--- src/rtl/dsadc_sp_pkg.sv ---
package dsadc_sp_pkg;

    localparam int unsigned BYTE_W      = 8;
    localparam int unsigned NUM_BYTES   = 4;
    localparam int unsigned ADDR_W      = $clog2(NUM_BYTES);
    localparam int unsigned RATIO_HI_W  = 3;
    localparam int unsigned RATIO_W     = BYTE_W + RATIO_HI_W;
    localparam int unsigned SHIFT_W     = 3;
    localparam int unsigned SHIFT_MAX   = 4;
    localparam int unsigned OUTSEL_BIT  = 6;
    localparam logic [NUM_BYTES*BYTE_W-1:0] CMD_RESET = 32'h0000_0017;

    typedef enum logic [1:0] {
        ST_IDLE  = 2'd0,
        ST_INSTR = 2'd1,
        ST_DATA  = 2'd2,
        ST_DONE  = 2'd3
    } xfer_st_e;

    typedef struct packed {
        logic              rd;
        logic [ADDR_W-1:0] addr;
        logic [1:0]        nbytes;
    } instr_t;

    typedef struct packed {
        logic [BYTE_W-1:0] b3;
        logic [BYTE_W-1:0] b2;
        logic [BYTE_W-1:0] b1;
        logic [BYTE_W-1:0] b0;
    } cmd_reg_t;

    // low bits 11 -> byte0, 10 -> byte1, 01 -> byte2 (three-byte run), 00 -> byte3
    function automatic instr_t decode_instr(input logic [BYTE_W-1:0] code);
        instr_t d;
        d.rd   = code[BYTE_W-1];
        d.addr = ~code[ADDR_W-1:0];
        if (!code[2])
            d.nbytes = 2'd0;
        else if (code[1:0] == 2'b01)
            d.nbytes = 2'd3;
        else
            d.nbytes = 2'd1;
        return d;
    endfunction

    function automatic logic [RATIO_W-1:0] ratio_of(input cmd_reg_t r);
        return {r.b2[RATIO_HI_W-1:0], r.b0};
    endfunction

    function automatic logic [SHIFT_W-1:0] shift_of(input cmd_reg_t r);
        logic [SHIFT_W-1:0] c;
        c = r.b1[7:5];
        return (c > SHIFT_W'(SHIFT_MAX)) ? SHIFT_W'(SHIFT_MAX) : c;
    endfunction

endpackage

--- src/rtl/dsadc_sp_sync.sv ---
module dsadc_sp_sync #(
    parameter int unsigned STAGES = 2
) (
    input  logic clk,
    input  logic rst,
    input  logic sclk,
    input  logic cs_n,
    input  logic sdi,
    output logic sclk_rise,
    output logic sclk_fall,
    output logic cs_act,
    output logic sdi_s
);
    localparam int unsigned MS = STAGES - 1;

    logic [STAGES-1:0] sclk_p, csn_p, sdi_p;
    logic              sclk_last;

    always_ff @(posedge clk) begin
        if (rst) begin
            sclk_p    <= '0;
            csn_p     <= '1;
            sdi_p     <= '0;
            sclk_last <= 1'b0;
        end else begin
            sclk_p    <= {sclk_p[STAGES-2:0], sclk};
            csn_p     <= {csn_p[STAGES-2:0], cs_n};
            sdi_p     <= {sdi_p[STAGES-2:0], sdi};
            sclk_last <= sclk_p[MS];
        end
    end

    assign sclk_rise = sclk_p[MS] & ~sclk_last;
    assign sclk_fall = ~sclk_p[MS] & sclk_last;
    assign cs_act    = ~csn_p[MS];
    assign sdi_s     = sdi_p[MS];
endmodule

--- src/rtl/dsadc_sp_regs.sv ---
module dsadc_sp_regs
    import dsadc_sp_pkg::*;
(
    input  logic              clk,
    input  logic              rst,
    input  logic              wr_en,
    input  logic [ADDR_W-1:0] wr_addr,
    input  logic [BYTE_W-1:0] wr_data,
    input  logic [ADDR_W-1:0] rd_addr,
    output logic [BYTE_W-1:0] rd_data,
    output cmd_reg_t          cfg
);
    logic [BYTE_W-1:0] mem [NUM_BYTES];

    for (genvar i = 0; i < NUM_BYTES; i++) begin : g_byte
        always_ff @(posedge clk) begin
            if (rst)
                mem[i] <= CMD_RESET[i*BYTE_W +: BYTE_W];
            else if (wr_en && wr_addr == ADDR_W'(i))
                mem[i] <= wr_data;
        end
    end

    assign rd_data = mem[rd_addr];
    assign cfg     = {mem[3], mem[2], mem[1], mem[0]};
endmodule

--- src/rtl/dsadc_sp_timer.sv ---
module dsadc_sp_timer
    import dsadc_sp_pkg::*;
#(
    parameter int unsigned PRESCALE   = 4,
    parameter int unsigned GUARD      = 6,
    parameter int unsigned MIN_PERIOD = 16
) (
    input  logic               clk,
    input  logic               rst,
    input  logic [RATIO_W-1:0] ratio,
    input  logic [SHIFT_W-1:0] tshift,
    input  logic               xfer_done,
    output logic               drdy_n,
    output logic               guard_ok,
    output logic               expire
);
    localparam int unsigned CNT_W   = RATIO_W + 1 + $clog2(PRESCALE);
    localparam int unsigned GUARD_W = $clog2(GUARD + 1);

    logic [CNT_W-1:0]   full, period, cnt;
    logic [GUARD_W-1:0] guard;
    logic               drdy_q;

    always_comb begin
        full   = (CNT_W'(ratio) + CNT_W'(1)) * CNT_W'(PRESCALE);
        period = full >> tshift;
        if (period < CNT_W'(MIN_PERIOD))
            period = CNT_W'(MIN_PERIOD);
    end

    assign expire = (cnt == '0);

    always_ff @(posedge clk) begin
        if (rst) begin
            cnt    <= CNT_W'(MIN_PERIOD - 1);
            drdy_q <= 1'b1;
            guard  <= '0;
        end else begin
            cnt <= expire ? period - CNT_W'(1) : cnt - CNT_W'(1);
            if (expire)
                drdy_q <= 1'b0;
            else if (xfer_done)
                drdy_q <= 1'b1;
            if (expire && drdy_q)
                guard <= '0;
            else if (!drdy_q && guard != GUARD_W'(GUARD))
                guard <= guard + GUARD_W'(1);
        end
    end

    assign drdy_n   = drdy_q;
    assign guard_ok = !drdy_q && (guard == GUARD_W'(GUARD));
endmodule

--- src/rtl/dsadc_sp_xfer.sv ---
module dsadc_sp_xfer
    import dsadc_sp_pkg::*;
(
    input  logic              clk,
    input  logic              rst,
    input  logic              sclk_rise,
    input  logic              sclk_fall,
    input  logic              cs_act,
    input  logic              sdi,
    input  logic              accept_ok,
    input  logic [BYTE_W-1:0] rd_data,
    output logic              wr_en,
    output logic [ADDR_W-1:0] wr_addr,
    output logic [BYTE_W-1:0] wr_data,
    output logic [ADDR_W-1:0] rd_addr,
    output logic              tx_bit,
    output logic              rd_phase,
    output logic              xfer_done,
    output logic              bit_take,
    output xfer_st_e          state
);
    xfer_st_e          st;
    logic [2:0]        bitcnt;
    logic [BYTE_W-1:0] rx, tx, rx_nxt;
    logic              cur_rd, load_tx, byte_end;
    logic [ADDR_W-1:0] cur_addr;
    logic [1:0]        left;
    instr_t            dec;

    assign bit_take = sclk_rise && cs_act && accept_ok && (st == ST_INSTR || st == ST_DATA);
    assign rx_nxt   = {rx[BYTE_W-2:0], sdi};
    assign byte_end = bit_take && (bitcnt == 3'd7);
    assign dec      = decode_instr(rx_nxt);

    assign xfer_done = byte_end && ((st == ST_INSTR && dec.nbytes == 2'd0) ||
                                    (st == ST_DATA && left == 2'd1));
    assign wr_en     = byte_end && (st == ST_DATA) && !cur_rd;
    assign wr_addr   = cur_addr;
    assign wr_data   = rx_nxt;
    assign rd_addr   = cur_addr;

    always_ff @(posedge clk) begin
        if (rst) begin
            st       <= ST_IDLE;
            bitcnt   <= '0;
            rx       <= '0;
            tx       <= '0;
            cur_rd   <= 1'b0;
            cur_addr <= '0;
            left     <= '0;
            load_tx  <= 1'b0;
        end else if (!cs_act) begin
            st      <= ST_IDLE;
            bitcnt  <= '0;
            load_tx <= 1'b0;
        end else begin
            load_tx <= 1'b0;
            if (load_tx)
                tx <= rd_data;
            else if (sclk_fall && st == ST_DATA && cur_rd && bitcnt != 3'd0)
                tx <= {tx[BYTE_W-2:0], 1'b0};
            if (st == ST_IDLE) begin
                st     <= ST_INSTR;
                bitcnt <= '0;
            end
            if (bit_take) begin
                rx     <= rx_nxt;
                bitcnt <= bitcnt + 3'd1;
                if (bitcnt == 3'd7) begin
                    if (st == ST_INSTR) begin
                        if (dec.nbytes == 2'd0) begin
                            st <= ST_DONE;
                        end else begin
                            st       <= ST_DATA;
                            cur_rd   <= dec.rd;
                            cur_addr <= dec.addr;
                            left     <= dec.nbytes;
                            load_tx  <= 1'b1;
                        end
                    end else begin
                        left     <= left - 2'd1;
                        cur_addr <= cur_addr - ADDR_W'(1);
                        if (left == 2'd1)
                            st <= ST_DONE;
                        else
                            load_tx <= 1'b1;
                    end
                end
            end
        end
    end

    assign tx_bit   = tx[BYTE_W-1];
    assign rd_phase = (st == ST_DATA) && cur_rd;
    assign state    = st;
endmodule

--- src/rtl/dsadc_serial_port.sv ---
module dsadc_serial_port
    import dsadc_sp_pkg::*;
#(
    parameter int unsigned PRESCALE    = 4,
    parameter int unsigned GUARD       = 6,
    parameter int unsigned MIN_PERIOD  = 16,
    parameter int unsigned SYNC_STAGES = 2
) (
    input  logic clk,
    input  logic rst,
    input  logic sclk,
    input  logic cs_n,
    input  logic sdio_in,
    output logic sdio_out,
    output logic sdio_oe,
    output logic sdout,
    output logic drdy_n
);
    logic              sclk_rise, sclk_fall, cs_act, sdi_s;
    logic              guard_ok, expire, xfer_done, bit_take;
    logic              wr_en, tx_bit, rd_phase, out_sel;
    logic [ADDR_W-1:0] wr_addr, rd_addr;
    logic [BYTE_W-1:0] wr_data, rd_data;
    cmd_reg_t          cfg;
    xfer_st_e          xfer_st;

    dsadc_sp_sync #(.STAGES(SYNC_STAGES)) u_sync (
        .clk(clk), .rst(rst), .sclk(sclk), .cs_n(cs_n), .sdi(sdio_in),
        .sclk_rise(sclk_rise), .sclk_fall(sclk_fall), .cs_act(cs_act), .sdi_s(sdi_s)
    );

    dsadc_sp_timer #(.PRESCALE(PRESCALE), .GUARD(GUARD), .MIN_PERIOD(MIN_PERIOD)) u_timer (
        .clk(clk), .rst(rst), .ratio(ratio_of(cfg)), .tshift(shift_of(cfg)),
        .xfer_done(xfer_done), .drdy_n(drdy_n), .guard_ok(guard_ok), .expire(expire)
    );

    dsadc_sp_xfer u_xfer (
        .clk(clk), .rst(rst), .sclk_rise(sclk_rise), .sclk_fall(sclk_fall),
        .cs_act(cs_act), .sdi(sdi_s), .accept_ok(guard_ok), .rd_data(rd_data),
        .wr_en(wr_en), .wr_addr(wr_addr), .wr_data(wr_data), .rd_addr(rd_addr),
        .tx_bit(tx_bit), .rd_phase(rd_phase), .xfer_done(xfer_done),
        .bit_take(bit_take), .state(xfer_st)
    );

    dsadc_sp_regs u_regs (
        .clk(clk), .rst(rst), .wr_en(wr_en), .wr_addr(wr_addr), .wr_data(wr_data),
        .rd_addr(rd_addr), .rd_data(rd_data), .cfg(cfg)
    );

    assign out_sel  = cfg.b3[OUTSEL_BIT];
    assign sdio_oe  = rd_phase && !out_sel;
    assign sdio_out = rd_phase && !out_sel && tx_bit;
    assign sdout    = rd_phase && out_sel && tx_bit;
endmodule

--- config.mk ---
export PLATFORM = sky130hd
export DESIGN_NAME = dsadc_serial_port
export DESIGN_NICKNAME = d
export VERILOG_FILES = /design/src/rtl/dsadc_sp_pkg.sv /design/src/rtl/dsadc_sp_sync.sv /design/src/rtl/dsadc_sp_regs.sv /design/src/rtl/dsadc_sp_timer.sv /design/src/rtl/dsadc_sp_xfer.sv /design/src/rtl/dsadc_serial_port.sv
export SDC_FILE = /design/constraint.sdc
export NUM_CORES = 1
export LEC_CHECK = 0
export BUFFER_PORTS_ARGS = -buffer_cell sky130_fd_sc_hd__buf_2
export CAP_MARGIN = 20
export CELL_PAD_IN_SITES_DETAIL_PLACEMENT = 1
export CELL_PAD_IN_SITES_GLOBAL_PLACEMENT = 1
export CORE_ASPECT_RATIO = 0.8
export CORE_MARGIN = 2
export CORE_UTILIZATION = 54
export CTS_CLUSTER_DIAMETER = 120
export DETAILED_ROUTE_END_ITERATION = 8
export GPL_ROUTABILITY_DRIVEN = 0
export PLACE_DENSITY_LB_ADDON = 0.3
export SLEW_MARGIN = 15
export SYNTH_ARGS = -nofsm -noshare
export SYNTH_HDL_FRONTEND = slang
export SYNTH_SLANG_ARGS = --single-unit
--- constraint.sdc ---
create_clock -name clk -period 9.85 [get_ports clk]
set_clock_uncertainty 0.05 [all_clocks]
set_input_delay 1.97 -clock clk [delete_from_list [all_inputs] [get_ports clk]]
set_output_delay 1.97 -clock clk [all_outputs]
set_load 0.02 [all_outputs]
-- After elaboration in Yosys (flattened, before gate mapping)
Memories as Yosys holds them, arrays and structs flattened. A register that Yosys moved wholly into a read port is not among the register bits.
Index checks and enable logic that the tools add are counted.
- reductions and logical operators: 44
- mux-type cells: 44
- eq/ne operators: 11
- shift-type cells: 1
- bitwise gates (word level): 13
- magnitude comparators: 2
- add/subtract/negate cells: 7
- operators by type and width (kind ; count):
    $mux W8 ; 6
    $mux W14 ; 2
    $sub A14 B1 Y14 const B ; 2
    $mux W2 ; 13
    $logic_and A1 B1 Y1 ; 24
    $mux W1 ; 20
    $logic_not A14 Y1 ; 1
    $lt A14 B5 Y1 const B ; 1
    $shr A14 B3 Y14 ; 1
    $add A11 B1 Y12 const B ; 1
    $mux W3 ; 3
    $eq A2 B1 Y1 const B ; 4
    $add A3 B1 Y3 const B ; 2
    $eq A2 B2 Y1 const B ; 3
    $eq A3 B3 Y1 const B ; 2
    $logic_not A2 Y1 ; 3
    $not A1 Y1 ; 6
    $reduce_bool A2 Y1 ; 3
    $reduce_and A5 Y1 ; 1
    $or A1 B1 Y1 ; 4
    $reduce_and A2 Y1 ; 2
    $reduce_and A4 Y1 ; 1
    $reduce_or A2 Y1 ; 2
    $reduce_or A4 Y1 ; 1
    9 further kinds ; 14
- flip-flop bits (word level): 51
- RAM bits: 32
- word-level logic and storage cells: 138
- memories kept: 1
- output and inout bits: 4
- memories (name ; depth ; bits a word ; read ports ; clocked after memory_dff ; write ports ; RTL line ; RTL):
    u_regs.mem ; 4 ; 8 ; 5 ; 1 ; 4 ; dsadc_sp_regs.sv:13 ; logic [BYTE_W-1:0] mem [NUM_BYTES];

-- Logic depth before layout (Yosys ltp)
- depth in word-level cells: 13
- mapped depth: 16

-- Modules after synthesis
Synthesis repeated with hierarchy kept, for this count alone.
- cell total of the unflattened synthesis: 584
- area, all modules: 5402.7 um^2
- by module, submodules not included (module ; seq. area each (um^2) ; area an instance (um^2) ; cells each ; times used):
    dsadc_sp_timer ; 360.3 ; 2336.0 ; 303 ; 1
    dsadc_sp_regs ; 960.9 ; 1428.9 ; 97 ; 1
    dsadc_sp_xfer ; 520.5 ; 1395.1 ; 161 ; 1
    dsadc_sp_sync ; 140.1 ; 200.2 ; 17 ; 1
    dsadc_serial_port ; 0.0 ; 42.5 ; 6 ; 1

-- Worst setup path after synthesis
Ideal clock, no wire load.
- path kind: reg-to-reg
- start: memory u_regs.mem[0][1]
- end: register u_timer.cnt[10]
- stages on the path, launching flop included: 16
- period minus slack after synthesis: 3.570 ns
- setup slack: 6.280 ns
- required time: 9.677 ns
- buffers on the path: 1
- arrival time: 3.397 ns
- path through: edfxtp_1 > ha_1 > buf_2 > nand2_1 > mux2_1 > o31ai_2 > o221ai_1 > a21oi_2 > a41oi_1 > a21oi_1 > ha_1 > nand2_1 > a2111o_1 > a21oi_4 > nand4_1 > mux2_1
- RTL lines (item ; RTL line ; RTL):
    start: declaration ; dsadc_sp_regs.sv:13 ;
    end signal: assignment ; dsadc_sp_timer.sv:35 ; cnt <= CNT_W'(MIN_PERIOD - 1);
    end signal: assignment ; dsadc_sp_timer.sv:39 ; cnt <= expire ? period - CNT_W'(1) : cnt - CNT_W'(1);
    end: declaration ; dsadc_sp_timer.sv:20 ; logic [CNT_W-1:0] full, period, cnt;

==> flow_summary.ini <==
[sta]
hold_ws_ns = 0.359
fin_crit_sh = 0.470
finalSetupViolations = 0
tightest_slew_ns = 0.853
hold_viol_final = 0
fin_ws_ns = 5.22
max-slew-margin-rel = 0.429
rsz0062_at_grt = no
clock.fmax_ghz = 0.216
maxSlewViolCount = 0
timing.final.crit_period_ns = 4.63
tns_ns = 0

[synth]
synth_enable_flop_cells = 32
avgSynthCellArea_um2 = 9.53
async_reset_ff_frac = 0
postSynthCellCount = 539
ys.flop_type = dfxtp_1
synth_seq_cells = 85
synth_nets = 560
synth_cell_type_count = 83
ys_seq_area_frac = 0.394
syn-cell-area_mm2 = 0.00514
ys_warn_count = 0

[clocking]
hold_buffers = 0
cts-buffers-inserted = 9
htreeDepth = 3
cts_tree = done
cts_num_sinks = 85
cts-resized-gates = 0
clk_latency_ns = 0.35
clk_path_buf_depth = 2
clockRootBuffer = clkbuf_16
post_cts_buffers = 0
clk_pin_slew_ns = 0.06

[floorplan]
dieWidth_um = 113
initial_core_util = 0.561
dieArea_mm2 = 0.0103
chipHeight_um = 91.2
core_mm2 = 0.00915
io_pins = 9
rows = 31

[final_layout]
final_common_cell = dfxtp_1
drive_gt1_frac = 0.120
finalNonFillerCells = 642
final_cell_area_mm2 = 0.00546
area_growth_pct = 6.21
nNetsFinal = 543
antennaDiodeCount = 0
final_core_util = 0.596
nFillCells = 1025
mostFrequentLayoutCells = 53 x dfxtp_1, 41 x nand2_1, 35 x a21oi_1, 35 x and3_1, 33 x nor2_1

[detailed_routing]
wire_per_inst_um = 23.5
firstDrtPassIters = 5
drt-vias-per-instance = 6.81
drc_errors = 0
ant_nets = 0
detail_route.wirelength_um = 15100
via_count = 4369
drt_iter0_drc = 325

[worst_hold_path]
worstHoldEndpoint = u_sync.csn_p[1]$_SDFF_PP1_
min_from = u_sync.csn_p[0]$_SDFF_PP1_
hold_class = reg -> reg
hold-path-cell-count = 1

[placement]
place_inst = 626
io_buffer_count = 8
place_ws_ns = 5.38
placed_cell_area_mm2 = 0.00515
place_hpwl_um = 10300

[global_route]
antenna_found_initial = 0
grt_max_degree = 37
grt_pass1_wl_um = 24500
grt_overflow = 0
grt_pass1_vias = 4454
grt.total_usage = 0.307

[setup_path]
slowest_delay_ns = 0.72
critPathRequiredTime_ns = 10.03
cp_cell_sequence = nor2b_4, mux2i_1, nand3_1, and3_1, o31ai_1, a41oi_1, a21oi_1, ha_1, nand2_1, a2111o_1, a21oi_4, nand4_1, mux2_1
crit_type = reg -> reg
r2r_slack_ns = 5.22
start_kind = flop
critPathCaptureType = flop
crit_slowest_cell = edfxtp_1
arrival_ns = 4.81
reg2reg_from = u_regs.mem[1][5]$_SDFFCE_PN0P_
reg2regPathDepth = 13
critical_path.max_fanout = 19
r2r_end = u_timer.cnt[10]$_SDFF_PP0_

[power]
p_leak_nw = 1.98
total_power_mw = 0.795
peakVddDrop_mv = 0.0928
power_density_mw_per_mm2 = 146

[job]
max_cap_violations = 0

[status]
status = finished clean
routing by layer:
metal / part of all wire / vias to the layer above / track usage
met4: 0.023 / 0 / 0.103
met2: 0.47 / 188 / 0.480
met5: 0 / - / 0
li1: - / 1980 / -
met3: 0.075 / 38 / 0.0801
met1: 0.43 / 2163 / 0.417
synth_stat cells, types with 9 or more instances:
library cell  instances  area (um^2)
nand2b_1             11         68.8
nand2_1              41          154
a21oi_1              35          175
nor3_1               17         85.1
nand3_1              16         80.1
edfxtp_1             32          961
and3_1               35          219
clkbuf_1             23         86.3
buf_2                 9         45.0
nor2b_1              10         62.6
dfxtp_1              53         1060
nor2_1               33          124
a211oi_1             16          120
mux2i_1              14          140
inv_1                19         71.3
ha_1                 16          200
critical path, delay by kind of cell (launching register included):
family                     cells  cell delay, ns
AOI/OAI and AO/OA              5            1.71
adders and majority gates      1            0.23
DFF                            1            0.72
muxes                          2            0.67
and+or+nand+nor                5            1.13
layout make-up:
type,instances,area [um^2],share of cell area
Clock inverter,6,61.3,0.0112
Sequential cell,85,2020,0.371
Clock buffer,10,239,0.0438
Inverter,19,71.3,0.0131
Multi-Input combinational cell,395,2850,0.522
Tap cell,115,144,0.0264
Timing Repair Buffer,12,70.1,0.0128
registers in the layout (all words and copies together), names as in the netlist, named ones only:
signal and count:
u_regs.mem 32, u_timer.cnt 14, u_xfer.tx 8, u_xfer.rx 7
u_timer.guard 3, u_xfer.bitcnt 3, u_sync.csn_p 2, u_sync.sclk_p 2
u_sync.sdi_p 2, u_xfer.left 2, u_xfer.rd_addr 2, u_xfer.state 2
u_sync.sclk_last 1, u_timer.drdy_n 1, u_xfer.cur_rd 1, u_xfer.load_tx 1
report_power, final:
part           internal (mW)  leakage, nW  switching, mW  total [mW]
Combinational         0.0217         1.10         0.0394      0.0611
Clock                  0.203        0.146          0.145       0.348
Sequential             0.373        0.735         0.0133       0.386
Total                  0.598         1.98          0.198       0.795
kinds of logic (layout without fill, tap and decap cells):
family | count (synthesis) | count (layout) | share of synthesized area
AND/OR/NAND/NOR | 218 | 218 | 0.243
AO/OA/AOI/OAI | 127 | 127 | 0.187
flip-flops | 85 | 85 | 0.394
buffers and inverters | 59 | 47 | 0.0519
multiplexers | 26 | 26 | 0.0719
adder cells (fa/ha/maj) | 16 | 16 | 0.0390
XOR/XNOR | 8 | 8 | 0.0136
how the worst max path moves through the flow:
stage                                 endpoint                           start  cells past startpoint  slack (ns)
detailed placement  u_timer.cnt[10]$_SDFF_PP0_  u_regs.mem[0][0]$_SDFFCE_PN1P_                     14        5.38
global placement    u_timer.cnt[10]$_SDFF_PP0_  u_regs.mem[1][7]$_SDFFCE_PN0P_                     14        5.63
global route        u_timer.cnt[10]$_SDFF_PP0_  u_regs.mem[0][0]$_SDFFCE_PN1P_                     14        4.84
floorplan           u_timer.cnt[10]$_SDFF_PP0_  u_regs.mem[0][1]$_SDFFCE_PN1P_                     15        6.28
finish              u_timer.cnt[10]$_SDFF_PP0_  u_regs.mem[1][5]$_SDFFCE_PN0P_                     13        5.22
CTS                 u_timer.cnt[10]$_SDFF_PP0_  u_regs.mem[0][0]$_SDFFCE_PN1P_                     14        5.32
Note: power is estimated with default switching activity, not from simulation.
